File: src/rtl/uart9_tx_pkg.sv
package uart9_tx_pkg;
  localparam int DATA_W  = 9;
  localparam int FRAME_W = DATA_W + 2;

  typedef enum logic [1:0] {
    SEL_HI   = 2'd0,
    SEL_LO   = 2'd1,
    SEL_HL   = 2'd2,
    SEL_NONE = 2'd3
  } reg_sel_e;

  // stop bit on top, start bit at index 0 so the frame shifts out LSB first
  function automatic logic [FRAME_W-1:0] build_frame(input logic [DATA_W-1:0] word);
    return {1'b1, word, 1'b0};
  endfunction

  function automatic logic [7:0] hi_view(input logic bit8);
    return {7'h7F, bit8};
  endfunction

  function automatic logic [15:0] hl_view(input logic bit8, input logic [7:0] low);
    return {hi_view(bit8), low};
  endfunction
endpackage

File: src/rtl/uart9_tx_regs.sv
module uart9_tx_regs
  import uart9_tx_pkg::*;
(
  input  logic              clk_i,
  input  logic              rst_ni,
  input  logic              wr_en_i,
  input  logic [1:0]        reg_sel_i,
  input  logic [15:0]       wr_data_i,
  input  logic              load_evt_i,
  output logic [15:0]       rd_data_o,
  output logic [DATA_W-1:0] buf_word_o,
  output logic              buf_full_o,
  output logic              commit_o
);
  logic       bit8_q;
  logic [7:0] low_q;
  logic       full_q;
  reg_sel_e   sel;

  assign sel      = reg_sel_e'(reg_sel_i);
  assign commit_o = wr_en_i && (sel == SEL_LO || sel == SEL_HL);

  always_ff @(posedge clk_i) begin
    if (!rst_ni) begin
      bit8_q <= 1'b1;
      low_q  <= 8'hFF;
      full_q <= 1'b0;
    end else begin
      if (wr_en_i) begin
        case (sel)
          SEL_HI: bit8_q <= wr_data_i[0];
          SEL_LO: low_q  <= wr_data_i[7:0];
          SEL_HL: begin
            bit8_q <= wr_data_i[8];
            low_q  <= wr_data_i[7:0];
          end
          default: ;
        endcase
      end
      // a commit in the same cycle as a transfer refills the buffer
      if (commit_o)        full_q <= 1'b1;
      else if (load_evt_i) full_q <= 1'b0;
    end
  end

  always_comb begin
    case (sel)
      SEL_HI:  rd_data_o = {8'h00, hi_view(bit8_q)};
      SEL_LO:  rd_data_o = {8'h00, low_q};
      SEL_HL:  rd_data_o = hl_view(bit8_q, low_q);
      default: rd_data_o = 16'h0000;
    endcase
  end

  assign buf_word_o = {bit8_q, low_q};
  assign buf_full_o = full_q;
endmodule

File: src/rtl/uart9_tx_shifter.sv
module uart9_tx_shifter
  import uart9_tx_pkg::*;
#(
  parameter int TICKS_PER_BIT = 16
) (
  input  logic              clk_i,
  input  logic              rst_ni,
  input  logic              baud_tick_i,
  input  logic              buf_full_i,
  input  logic [DATA_W-1:0] buf_word_i,
  output logic              tx_o,
  output logic              load_evt_o,
  output logic              frame_done_o,
  output logic              busy_o
);
  localparam int TCW = (TICKS_PER_BIT > 2) ? $clog2(TICKS_PER_BIT) : 1;
  localparam int BCW = $clog2(FRAME_W);
  localparam logic [TCW-1:0] TICK_LAST = TCW'(TICKS_PER_BIT - 1);
  localparam logic [BCW-1:0] BIT_LAST  = BCW'(FRAME_W - 1);

  logic [FRAME_W-1:0] shreg_q;
  logic [TCW-1:0]     tick_q;
  logic [BCW-1:0]     bit_q;
  logic               busy_q;
  logic               bit_end;

  assign bit_end      = busy_q && baud_tick_i && (tick_q == TICK_LAST);
  assign frame_done_o = bit_end && (bit_q == BIT_LAST);
  assign load_evt_o   = buf_full_i && (!busy_q || frame_done_o);

  always_ff @(posedge clk_i) begin
    if (!rst_ni) begin
      shreg_q <= '1;
      tick_q  <= '0;
      bit_q   <= '0;
      busy_q  <= 1'b0;
    end else if (load_evt_o) begin
      shreg_q <= build_frame(buf_word_i);
      tick_q  <= '0;
      bit_q   <= '0;
      busy_q  <= 1'b1;
    end else if (frame_done_o) begin
      shreg_q <= '1;
      tick_q  <= '0;
      bit_q   <= '0;
      busy_q  <= 1'b0;
    end else if (bit_end) begin
      shreg_q <= {1'b1, shreg_q[FRAME_W-1:1]};
      tick_q  <= '0;
      bit_q   <= bit_q + 1'b1;
    end else if (busy_q && baud_tick_i) begin
      tick_q  <= tick_q + 1'b1;
    end
  end

  assign tx_o   = shreg_q[0];
  assign busy_o = busy_q;
endmodule

File: src/rtl/uart9_tx.sv
module uart9_tx
  import uart9_tx_pkg::*;
#(
  parameter int TICKS_PER_BIT = 16
) (
  input  logic        clk_i,
  input  logic        rst_ni,
  input  logic        wr_en_i,
  input  logic [1:0]  reg_sel_i,
  input  logic [15:0] wr_data_i,
  output logic [15:0] rd_data_o,
  input  logic        baud_tick_i,
  output logic        tx_o,
  output logic        txi_o
);
  logic [DATA_W-1:0] buf_word;
  logic              buf_full;
  logic              commit;
  logic              load_evt;
  logic              frame_done;
  logic              busy;
  logic              txi_q;

  uart9_tx_regs u_regs (
    .clk_i      (clk_i),
    .rst_ni     (rst_ni),
    .wr_en_i    (wr_en_i),
    .reg_sel_i  (reg_sel_i),
    .wr_data_i  (wr_data_i),
    .load_evt_i (load_evt),
    .rd_data_o  (rd_data_o),
    .buf_word_o (buf_word),
    .buf_full_o (buf_full),
    .commit_o   (commit)
  );

  uart9_tx_shifter #(.TICKS_PER_BIT(TICKS_PER_BIT)) u_shift (
    .clk_i        (clk_i),
    .rst_ni       (rst_ni),
    .baud_tick_i  (baud_tick_i),
    .buf_full_i   (buf_full),
    .buf_word_i   (buf_word),
    .tx_o         (tx_o),
    .load_evt_o   (load_evt),
    .frame_done_o (frame_done),
    .busy_o       (busy)
  );

  always_ff @(posedge clk_i) begin
    if (!rst_ni) txi_q <= 1'b0;
    else         txi_q <= load_evt;
  end

  assign txi_o = txi_q;
endmodule

File: config.mk
export PLATFORM = sky130hd
export DESIGN_NAME = uart9_tx
export DESIGN_NICKNAME = d
export VERILOG_FILES = /design/src/rtl/uart9_tx_pkg.sv /design/src/rtl/uart9_tx_regs.sv /design/src/rtl/uart9_tx_shifter.sv /design/src/rtl/uart9_tx.sv
export SDC_FILE = /design/constraint.sdc
export NUM_CORES = 1
export LEC_CHECK = 0
export BUFFER_PORTS_ARGS = -buffer_cell sky130_fd_sc_hd__buf_2
export CORE_MARGIN = 4
export CORE_UTILIZATION = 53
export DETAILED_ROUTE_END_ITERATION = 7
export PLACE_DENSITY = 0.76
export SYNTH_ARGS = -nofsm -noshare
export SYNTH_HDL_FRONTEND = slang
export SYNTH_HIERARCHICAL = 1
export SYNTH_SLANG_ARGS = --single-unit
File: constraint.sdc
create_clock -name clk_i -period 4.9 [get_ports clk_i]
set_input_delay 0.245 -clock clk_i [delete_from_list [all_inputs] [get_ports clk_i]]
set_output_delay 0.245 -clock clk_i [all_outputs]
set_load 0.005 [all_outputs]
# == Word-level counts from Yosys, hierarchy flattened ==
# Cells that the tools add are included.
# W data, S select, Z words.
# word_totals
output_inout_bits,18
regBits,30
elab_cells,42
inputBits,22
# op_classes
n_reduce_logical,18
mux,9
addsub,2
n_eq_ne,4
bitwise_logic,1
# ops
operator,count
$pmux W16 S3,1
$mux W10,3
$add A4 B1 Y4 const B,2
$eq A4 B4 Y1 const B,2
$reduce_bool A2 Y1,3
$logic_and A1 B1 Y1,5
$mux W1,4
$reduce_and A2 Y1,2
$reduce_or A4 Y1,1
$reduce_bool A3 Y1,1
$reduce_or A3 Y1,1
$eq A2 B1 Y1 const B,1
$eq A2 B2 Y1 const B,1
$logic_not A2 Y1,1
$logic_or A1 B1 Y1,2
$pmux W1 S2,1
$reduce_or A2 Y1,1
$logic_not A1 Y1,1
$not A1 Y1,1

# == Logic depth before layout (Yosys ltp) ==
# Gate-level depths: netlist of the first run.
# depth
depth_word,7
mapped_depth,8
mapped_depth_nobuf,7

# == By module ==
# The synthesis of the first run kept the hierarchy.
# by_module_without_submodules
module,cells_each,seq_area_each_um2,area_each_um2,n_inst
uart9_tx_shifter,111,380.4,942.2,1
uart9_tx_regs,81,200.2,598.1,1
uart9_tx,2,20.0,26.3,1

# == Least setup slack after synthesis of the first run ==
# Ideal clock, no wire load.
# synth_timing
path_type,reg-to-reg
start,register u_shift.bit_q[0]
end,register u_regs.full_q (netlist: u_regs/buf_full_o)
path_buffers,1
stages_incl_launch_ff,9
period_less_slack_ns,1.646
t_arrival_ns,1.523
setup_time_ns,0.123
path_slack_ns,3.254
t_required_ns,4.777
path_cell_list,dfxtp_1 -> inv_1 -> ha_1 -> nand3b_1 -> o31ai_4 -> and2_1 -> buf_4 -> nand2b_1 -> a21oi_1
# synth_between
elab_chain_cells,5
# synth_rtl
element,line_no,source
from (decl),uart9_tx_shifter.sv:23,logic [BCW-1:0] bit_q;
from (signal assigned),uart9_tx_shifter.sv:50,bit_q <= bit_q + 1'b1;
$eq A4 B4 Y1,uart9_tx_shifter.sv:28,assign frame_done_o = bit_end && (bit_q == BIT_LAST);
$logic_and A1 B1 Y1,uart9_tx_shifter.sv:28,
$logic_or A1 B1 Y1,uart9_tx_shifter.sv:29,assign load_evt_o = buf_full_i && (!busy_q || frame_done_o);
$logic_and A1 B1 Y1,uart9_tx_shifter.sv:29,
via load_evt,uart9_tx.sv:19,logic load_evt;
$reduce_bool A2 Y1 (no source line),-,
to (signal assigned),uart9_tx_regs.sv:27,full_q <= 1'b0;
to (signal assigned),uart9_tx_regs.sv:41,if (commit_o) full_q <= 1'b1;
to (signal assigned),uart9_tx_regs.sv:42,else if (load_evt_i) full_q <= 1'b0;
to (decl),uart9_tx_regs.sv:17,logic full_q;
# The timed path passes the listed nets, and every way through them passes these cells.
# A chain may end at the register's enable or synchronous reset.

# == Worst setup path in the final report of the first run ==
# layout_timing
start,register u_shift.tick_q[0]
end,register u_shift.shreg_q[2]
# layout_between
elab_chain_cells,6
word_cells_on_any_way,8
classes_between,1 x eq/ne; 2 x mux; 5 x reduce/logical
# layout_rtl
element,line_no,source
from (decl),uart9_tx_shifter.sv:22,logic [TCW-1:0] tick_q;
from (signal assigned),uart9_tx_shifter.sv:52,tick_q <= tick_q + 1'b1;
$eq A4 B4 Y1 *,uart9_tx_shifter.sv:27,assign bit_end = busy_q && baud_tick_i && (tick_q == TICK_LAST);
$logic_and A1 B1 Y1 *,uart9_tx_shifter.sv:27,
$logic_and A1 B1 Y1,uart9_tx_shifter.sv:28,
$logic_or A1 B1 Y1,uart9_tx_shifter.sv:29,
$logic_and A1 B1 Y1,uart9_tx_shifter.sv:29,
$reduce_bool A3 Y1 (no source line) / $mux W10 (equally long branches),-,
to (signal assigned),uart9_tx_shifter.sv:38,shreg_q <= build_frame(buf_word_i);
to (signal assigned),uart9_tx_shifter.sv:48,"shreg_q <= {1'b1, shreg_q[FRAME_W-1:1]};"
to (decl),uart9_tx_shifter.sv:21,logic [FRAME_W-1:0] shreg_q;
# Every way passes the cells marked *; elsewhere a longest branch is shown, timed or not.

==> run metrics, run 1 <==
hold buffers post-CTS 0; total gr overflow 0; CTS clk-pin slew, worst paths 0.10 ns; Placed Instances 239; cts repair resizes 0; Num Clock Sinks 30; count of yosys warnings during synthesis 6; Cell Pwr Density 297 nW/um^2; clock tree buffer depth 2; wire length reported by the detailed router 3370 um; htree depth 2; Cell Rows 19; Gate Count Post-Synth 192; sequential cell area 601 um^2; setup tns final 0 ns; number of max-cap violations 0; pin count of the biggest net entering global routing 21; peak fanout along the critical path 12; Tightest Pin Transition 0.804 ns; Num CTS Buffers 5; area growth from synthesis to layout 9.59%; ratio of cells with drive above 1 in the final layout 21.8%; Remaining DRCs 0; IO Count 40; area enclosed by the die boundary 3860 um^2; type of element capturing the critical path flop; maximum resistive drop on vdd 0.000209 V; number of standard cells in the final layout excluding fillers 247; per-cell routed wire length 13.6 um; Tightest Hold Check Type input port to flop; number of fill cells 235; starting density of the core 55.8%; post-CTS setup buffer count 0; number of pins exceeding their max-slew limit in the final report 0; setup slack of the most critical reg-to-reg path 2.70 ns; Synth Net Count 222; RSZ-0062 raised after global routing false; core region area 2780 um^2; most common cell after layout, fill and taps aside sky130_fd_sc_hd__buf_2; detailed-placement wirelength estimate 2550 um; detailed router's first-iteration violation count 69; worst-skew pair later-pin latency 0.33 ns; static leakage 0.794 nW; type of the setup path with the least slack flop to flop; ratio of routed vias to standard cells 5.64; clock tree from TritonCTS yes; antenna violations before repair 0; nets@finish 245; y dimension of the die 62.1 um; Final GP Congestion 0.834; root buffer cell sky130_fd_sc_hd__clkbuf_4; global-route usage over all layers 17.8%; antenna diode instance count 0; required time worst endpoint 5.13 ns; post-detailed-route count of antenna-violating nets 0; iteration count of the initial detailed-routing pass 4; max-slew headroom at the worst pin 46.2%; final worst clock skew 0.0107 ns; post-layout minimum cycle time 2.20 ns; post-synthesis instance area 1550 um^2; syn_area_per_cell 8.09 um^2; most frequent cells in the layout sky130_fd_sc_hd__buf_2 (32), sky130_fd_sc_hd__dfxtp_1 (30), sky130_fd_sc_hd__nand2_1 (28); minimum hold slack 0.122 ns; critical path launch point type flop; Setup violations, final 0; number of buffer cells added on primary ports 32; Final Hold Violating Endpoints 0; Pwr Total 0.505 mW; highest clock frequency the design can meet 455 MHz; via count of the first global-routing pass 1369; Die W 62.1 um; first-pass GRT wire length 5750 um; overall via count from detail_route 1393; share of the clock period used by the worst path after layout 44.8%; result of the run finished clean; signal arrival time at the worst endpoint 2.43 ns; multi-input logic area 808 um^2
-- path summary, 6_finish.rpt --
check,start,to,cells after the start
worst max-delay path,u_shift/tick_q[0],u_shift/shreg_q[2],5
worst min-delay path,wr_data_i[7],u_regs/low_q[7],3
worst max register to register,u_shift/tick_q[0],u_shift/shreg_q[2],5
worst min register to register,u_shift/shreg_q[3],u_shift/shreg_q[3],2
-- report_power, final --
part	switching [mW]	total, mW	internal, mW
Clock	0.0842	0.154	0.0695
Sequential	0.0135	0.273	0.259
Combinational	0.0437	0.0787	0.0350
Total	0.141	0.505	0.364
-- per-layer routing --
layer | global-route usage [%] | share of wire, % | vias up
li1 | - | - | 706
met3 | 5.23 | 5.0 | 4
met2 | 31.0 | 51 | 33
met5 | 0 | 0 | -
met4 | 8.67 | 1.2 | 0
met1 | 19.5 | 43 | 650
-- critical path, stage by stage, from the launching register on --
cell	delay, ns
sky130_fd_sc_hd__dfxtp_1	0.39
sky130_fd_sc_hd__ha_1	0.19
sky130_fd_sc_hd__nand3_1	0.18
sky130_fd_sc_hd__nor2_1	0.64
sky130_fd_sc_hd__o21ai_0	0.39
sky130_fd_sc_hd__o2111ai_1	0.30
-- area by class of cell --
class	count	share of cell area (%)
clock inverter	1	0.294
inverter	9	1.99
timing repair buffer	32	9.41
tap	31	2.28
sequential	30	35.3
clock buffer	7	3.24
multi-input combinational	137	47.5
-- metrics by stage --
step,instance area [um^2],setup WS [ns],util (%)
CTS,1700,2.72,61.2
detailed placement,1640,2.82,59.0
finish,1700,2.70,61.2
global route,1700,2.55,61.2
global placement,1640,2.85,59.0
floorplan,1550,3.28,-
-- registers in the layout, summed over array words and instances (netlist names) --
signal             cells
u_shift/shreg_q       10
u_regs/low_q           8
u_shift/bit_q          4
u_shift/tick_q         4
txi_o                  1
u_regs/bit8_q          1
u_regs/buf_full_o      1
u_shift/busy_o         1
No activity file was read; power rests on OpenSTA's default activity.
==> inputs of run 2 (changes only) <==
Settings changed: CORE_UTILIZATION 53 to 47, PLACE_DENSITY 0.76 to 0.71.
Clock period 4.9 ns to 1.85 ns, I/O delays scaled along.
==> run 2 against run 1 <==
Effect of this change:
- register-to-register slack worse by 2.5 ns
- clock skew increased by 0.0027 ns
- sequential power grew to 2.6 times the previous value
- total power grew to 2.7 times the previous value
- critical path type unchanged
- sequential share of layout area decreased by 2.5 points
- final area rose by 7.7%
- worst hold slack worse by 0.090 ns
- via count grew 2.0%
- wire length increased by 0.36%
- fmax rose by 33%
==> run metrics, run 2 (synthesized netlist as in run 1, its figures left out) <==
result of the run finished clean; Num Clock Sinks 30 (unchanged); required time worst endpoint 2.05 ns (-3.08 ns); ratio of cells with drive above 1 in the final layout 23.1% (+1.4 points); multi-input logic area 808 um^2 (unchanged); overall via count from detail_route 1421 (+2.0%); worst-skew pair later-pin latency 0.32 ns (about the same); iteration count of the initial detailed-routing pass 4 (unchanged); highest clock frequency the design can meet 608 MHz (+33%); hold buffers post-CTS 7 (+7); antenna violations before repair 0 (unchanged); final worst clock skew 0.0134 ns (+0.00268 ns); clock tree from TritonCTS yes; via count of the first global-routing pass 1363 (-0.44%); starting density of the core 50.0% (-5.8 points); htree depth 2 (unchanged); number of max-cap violations 0 (unchanged); crit path max-delay cell type sky130_fd_sc_hd__dfxtp_1; clock tree buffer depth 2 (unchanged); Tightest Pin Transition 0.593 ns (-0.211 ns); post-detailed-route count of antenna-violating nets 0 (unchanged); ratio of routed vias to standard cells 5.21 (-7.7%); most frequent cells in the layout sky130_fd_sc_hd__buf_2 (32), sky130_fd_sc_hd__dfxtp_1 (30), sky130_fd_sc_hd__nand2_1 (28); cts repair resizes 0 (unchanged); Remaining DRCs 0 (unchanged); per-cell routed wire length 12.4 um (-9.2%); core region area 3100 um^2 (+12%); Die W 65.5 um (+5.4%); Final GP Congestion 0.767 (-8.0%); max FFs per register 10 (unchanged); Regs by FF count u_shift/shreg_q x10, u_regs/low_q x8; crit-path cells inv_1, ha_1, nand3b_1, o31ai_4, and2_1, nand2b_1, a21oi_1; Pwr Total 1.34 mW (+170%); post-place setup slack 0.227 ns (-2.59 ns); most common cell after layout, fill and taps aside sky130_fd_sc_hd__buf_2; signal arrival time at the worst endpoint 1.84 ns (-0.59 ns); post-route worst setup slack 0.204 ns (-2.50 ns); Final Hold Violating Endpoints 0 (unchanged); number of pins exceeding their max-slew limit in the final report 0 (unchanged); number of buffer cells added on primary ports 32 (unchanged); y dimension of the die 65.5 um (+5.4%); post-CTS setup buffer count 0 (unchanged); share of the clock period used by the worst path after layout 89.0% (+44 points); max-slew headroom at the worst pin 60.2% (+14 points); setup tns final 0 ns (unchanged); Post-Route Utilization 59.1% (-2.1 points); maximum resistive drop on vdd 0.000418 V (+100%); Cell Pwr Density 733 nW/um^2 (+150%); type of element capturing the critical path flop; detailed-placement wirelength estimate 2430 um (-4.7%); CP max stage delay 0.36 ns (-0.28 ns); static leakage 0.852 nW (+7.3%); number of fill cells 325 (+38%); RSZ-0062 raised after global routing false; Cell Rows 20 (+1); Biggest register u_shift/shreg_q; area growth from synthesis to layout 18.1%; critical path launch point type flop; minimum hold slack 0.0323 ns (-0.0896 ns); first-pass GRT wire length 5910 um (+2.9%); area enclosed by the die boundary 4290 um^2 (+11%); Tightest Hold Check Type input port to flop; wire length reported by the detailed router 3380 um (+0.36%); total gr overflow 0 (unchanged); post-layout minimum cycle time 1.65 ns (-0.551 ns); root buffer cell sky130_fd_sc_hd__clkbuf_4; antenna diode instance count 0 (unchanged); IO Count 40 (unchanged); peak fanout along the critical path 7 (-5); nets@finish 258 (+5.3%); Setup violations, final 0 (unchanged); detailed router's first-iteration violation count 67 (-2.9%); sequential cell area 601 um^2 (unchanged); global-route usage over all layers 17.7% (-0.14 points); pin count of the biggest net entering global routing 21 (unchanged); type of the setup path with the least slack flop to flop; Num CTS Buffers 5 (unchanged); CTS clk-pin slew, worst paths 0.10 ns (about the same)
-- run 2: area by class of cell --
class | instances | area share [%]
Clock inverter | 1 | 0.273
Multi-Input combinational cell | 137 | 44.1
Sequential cell | 30 | 32.8
Inverter | 9 | 1.84
Timing Repair Buffer | 45 | 15.0
Clock buffer | 7 | 3.00
Tap cell | 44 | 3.00
-- run 2: worst paths after layout --
kind | from | slack [ns] | end | depth (start not counted)
worst max register to register | u_shift/bit_q[0] | 0.20 | u_regs/buf_full_o | 7
worst min-delay path | wr_data_i[0] | 0.03 | u_regs/low_q[0] | 3
worst min register to register | u_shift/shreg_q[2] | 0.47 | u_shift/shreg_q[2] | 2
worst max-delay path | u_shift/bit_q[0] | 0.20 | u_regs/buf_full_o | 7
-- run 2: where the power goes --
part / internal (mW) / switching [mW]
sequential: 0.687 / 0.0341
clock: 0.184 / 0.216
combinational: 0.105 / 0.118
-- run 2: critical path, delay by kind of cell, from the launching register on --
family	cells	cell delay (ns)
simple gates	3	0.59
compound gates	2	0.32
fa+ha+maj	1	0.16
buf+inv	1	0.09
flops	1	0.36
-- run 2: through the flow --
step,area (um^2),std cells
after floorplan,1550,192
after global placement,1700,258
after detailed placement,1700,258
after CTS,1830,273
after global routing,1830,273
final,1830,273
-- run 2: metal layers --
layer | routed length, um | share of wire [%] | GRT usage, % | up-vias
met5 | 0 | 0 | 0 | -
met4 | 40 | 1.2 | 6.99 | 0
met3 | 141 | 4.2 | 4.44 | 4
met2 | 1610 | 48 | 30.0 | 35
met1 | 1590 | 47 | 21.3 | 645
li1 | - | - | - | 737
==> inputs of run 3 (changes only) <==
Settings changed: PLACE_DENSITY 0.71 to 0.75.
==> run 3 against run 2 <==
Effect of this change:
- clock power decreased by 11%
- first-iteration DRC count decreased by 4.5%
- highest routed layer unchanged
- critical path type unchanged
- total power decreased by 3.4%
==> run metrics, run 3 (synthesized netlist as in run 1, its figures left out) <==
result of the run finished clean; total net switching power 0.362 mW (-1.7%); post-CTS setup buffer count 0 (unchanged); most frequent cells in the layout sky130_fd_sc_hd__buf_2 (32), sky130_fd_sc_hd__dfxtp_1 (30), sky130_fd_sc_hd__nand2_1 (28); ratio of routed vias to standard cells 5.18 (-0.41%); root buffer cell sky130_fd_sc_hd__clkbuf_4; worst-skew pair later-pin latency 0.32 ns (about the same); crit-path cells inv_1, ha_1, nand3b_1, o31ai_4, and2_1, nand2b_1, a21oi_1; htree depth 2 (unchanged); wire length reported by the detailed router 3290 um (-2.8%); antenna violations before repair 0 (unchanged); power share of the combinational group 17.1% (+0.5 points); Tightest Hold Check Type input port to flop; cts repair resizes 0 (unchanged); area enclosed by the die boundary 4290 um^2 (unchanged); first-pass GRT wire length 5730 um (-3.1%); overall via count from detail_route 1410 (-0.77%); sequential cell area 601 um^2 (unchanged); maximum resistive drop on vdd 0.000368 V (-12%); Pwr Total 1.30 mW (-3.4%); via count of the first global-routing pass 1321 (-3.1%); part of the total power dissipated in sequential elements 55.5% (+1.8 points); detailed-placement wirelength estimate 2400 um (-0.88%); number of pins exceeding their max-slew limit in the final report 0 (unchanged); Biggest register u_shift/shreg_q; most common cell after layout, fill and taps aside sky130_fd_sc_hd__buf_2; global-route usage over all layers 17.0% (-0.71 points); required time worst endpoint 2.06 ns (about the same); switching share of total power 27.9% (+0.48 points); Final GP Congestion 0.771 (+0.61%); Worst path top cell family by delay simple AND/OR/NAND/NOR gates; pin count of the biggest net entering global routing 21 (unchanged); ratio of cells with drive above 1 in the final layout 21.9% (-1.2 points); Cell Pwr Density 713 nW/um^2 (-2.7%); type of element capturing the critical path flop; max-slew headroom at the worst pin 63.5% (+3.3 points); setup tns final 0 ns (unchanged); number of standard cells in the final layout excluding fillers 272 (-0.37%); y dimension of the die 65.5 um (unchanged); signal arrival time at the worst endpoint 1.94 ns (+0.10 ns); IO Count 40 (unchanged); peak fanout along the critical path 7 (unchanged); Remaining DRCs 0 (unchanged); final worst clock skew 0.00944 ns (-0.00394 ns); Regs by FF count u_shift/shreg_q x10, u_regs/low_q x8; antenna diode instance count 0 (unchanged); CP max stage delay 0.36 ns (about the same); Placed Instances 257 (-0.39%); per-cell routed wire length 12.1 um (-2.4%); post-layout minimum cycle time 1.73 ns (+0.0825 ns); nets@finish 258 (unchanged); critical path launch point type flop; multi-input logic area 808 um^2 (unchanged); clock tree buffer depth 2 (unchanged); starting density of the core 50.0% (unchanged); type of the setup path with the least slack flop to flop; hold buffers post-CTS 8 (+1); detailed router's first-iteration violation count 64 (-4.5%); Final Hold Violating Endpoints 0 (unchanged); Tightest Pin Transition 0.543 ns (-0.0498 ns); power share of the clock group 27.3% (-2.4 points); number of max-cap violations 0 (unchanged); Int Pwr 0.936 mW (-4.0%); highest clock frequency the design can meet 579 MHz (-4.8%); CTS clk-pin slew, worst paths 0.09 ns (about the same); WP buf/inv 1 (unchanged); minimum hold slack 0.0393 ns (+0.00693 ns); crit path max-delay cell type sky130_fd_sc_hd__dfxtp_1; core region area 3100 um^2 (unchanged); post-detailed-route count of antenna-violating nets 0 (unchanged); number of fill cells 288 (-11%); Num CTS Buffers 5 (unchanged); static leakage 0.844 nW (-1.0%); Cell Rows 20 (unchanged); iteration count of the initial detailed-routing pass 4 (unchanged); Setup violations, final 0 (unchanged); Die W 65.5 um (unchanged); RSZ-0062 raised after global routing false; Num Clock Sinks 30 (unchanged); clock tree from TritonCTS yes; share of the clock period used by the worst path after layout 93.4% (+4.5 points); area growth from synthesis to layout 17.2%; total gr overflow 0 (unchanged); number of buffer cells added on primary ports 32 (unchanged); max FFs per register 10 (unchanged)
==> run 3: cell types whose count changed in the layout (fill, tap and decap cells not counted), sizes merged <==
cell         change
buf              -1
clkinv           -1
dlygate4sd3      +1
==> run 3: worst paths after layout <==
path / endpoint / slack [ns] / startpoint / cells past startpoint
worst min-delay path: u_regs/bit8_q / 0.04 / wr_en_i / 2
worst min register to register: u_shift/shreg_q[3] / 0.47 / u_shift/shreg_q[3] / 2
worst max-delay path: u_regs/buf_full_o / 0.12 / u_shift/bit_q[0] / 7
worst max register to register: u_regs/buf_full_o / 0.12 / u_shift/bit_q[0] / 7
==> run 3: power groups by stage <==
stage	clock [mW]	combinational [mW]	sequential, mW
3_3_place_gp	0	0.207	0.735
3_5_place_dp	0	0.209	0.736
6_report	0.355	0.222	0.721
4_1_cts	0.366	0.223	0.721
2_1_floorplan	0	0.160	0.724
5_1_grt	0.389	0.253	0.728
==> run 3: area by class of cell <==
class	instances	area share, %
repair buffers	45	15.3
clock buffers	7	2.47
inverters	9	1.86
well taps	44	3.02
flip-flops and latches	30	33.0
multi-input cells	137	44.4
==> run 3: worst reg2reg max path: cells and delay by family, from the launching register on <==
| family | cells | cell delay [ns] |
|---|---|---|
| adder cells (fa/ha/maj) | 1 | 0.17 |
| flip-flops | 1 | 0.36 |
| buffers and inverters | 1 | 0.09 |
| AND/OR/NAND/NOR | 3 | 0.65 |
| AO/OA/AOI/OAI | 2 | 0.35 |
==> run 3: metrics by stage <==
step	setup slack, ns	cell area (um^2)	utilization, %
floorplan	0.227	1550	-
global placement	0.173	1700	54.6
detailed placement	0.135	1700	54.6
CTS	0.117	1820	58.7
global route	0.0168	1820	58.7
finish	0.122	1820	58.7
==> run 3: per-layer routing <==
| layer | GRT usage [%] | vias to the layer above | routed length (um) |
|---|---|---|---|
| met5 | 0 | - | 0 |
| met2 | 27.9 | 38 | 1580 |
| met3 | 5.64 | 2 | 178 |
| met4 | 3.89 | 0 | 14 |
| met1 | 21.5 | 633 | 1520 |
| li1 | - | 737 | - |
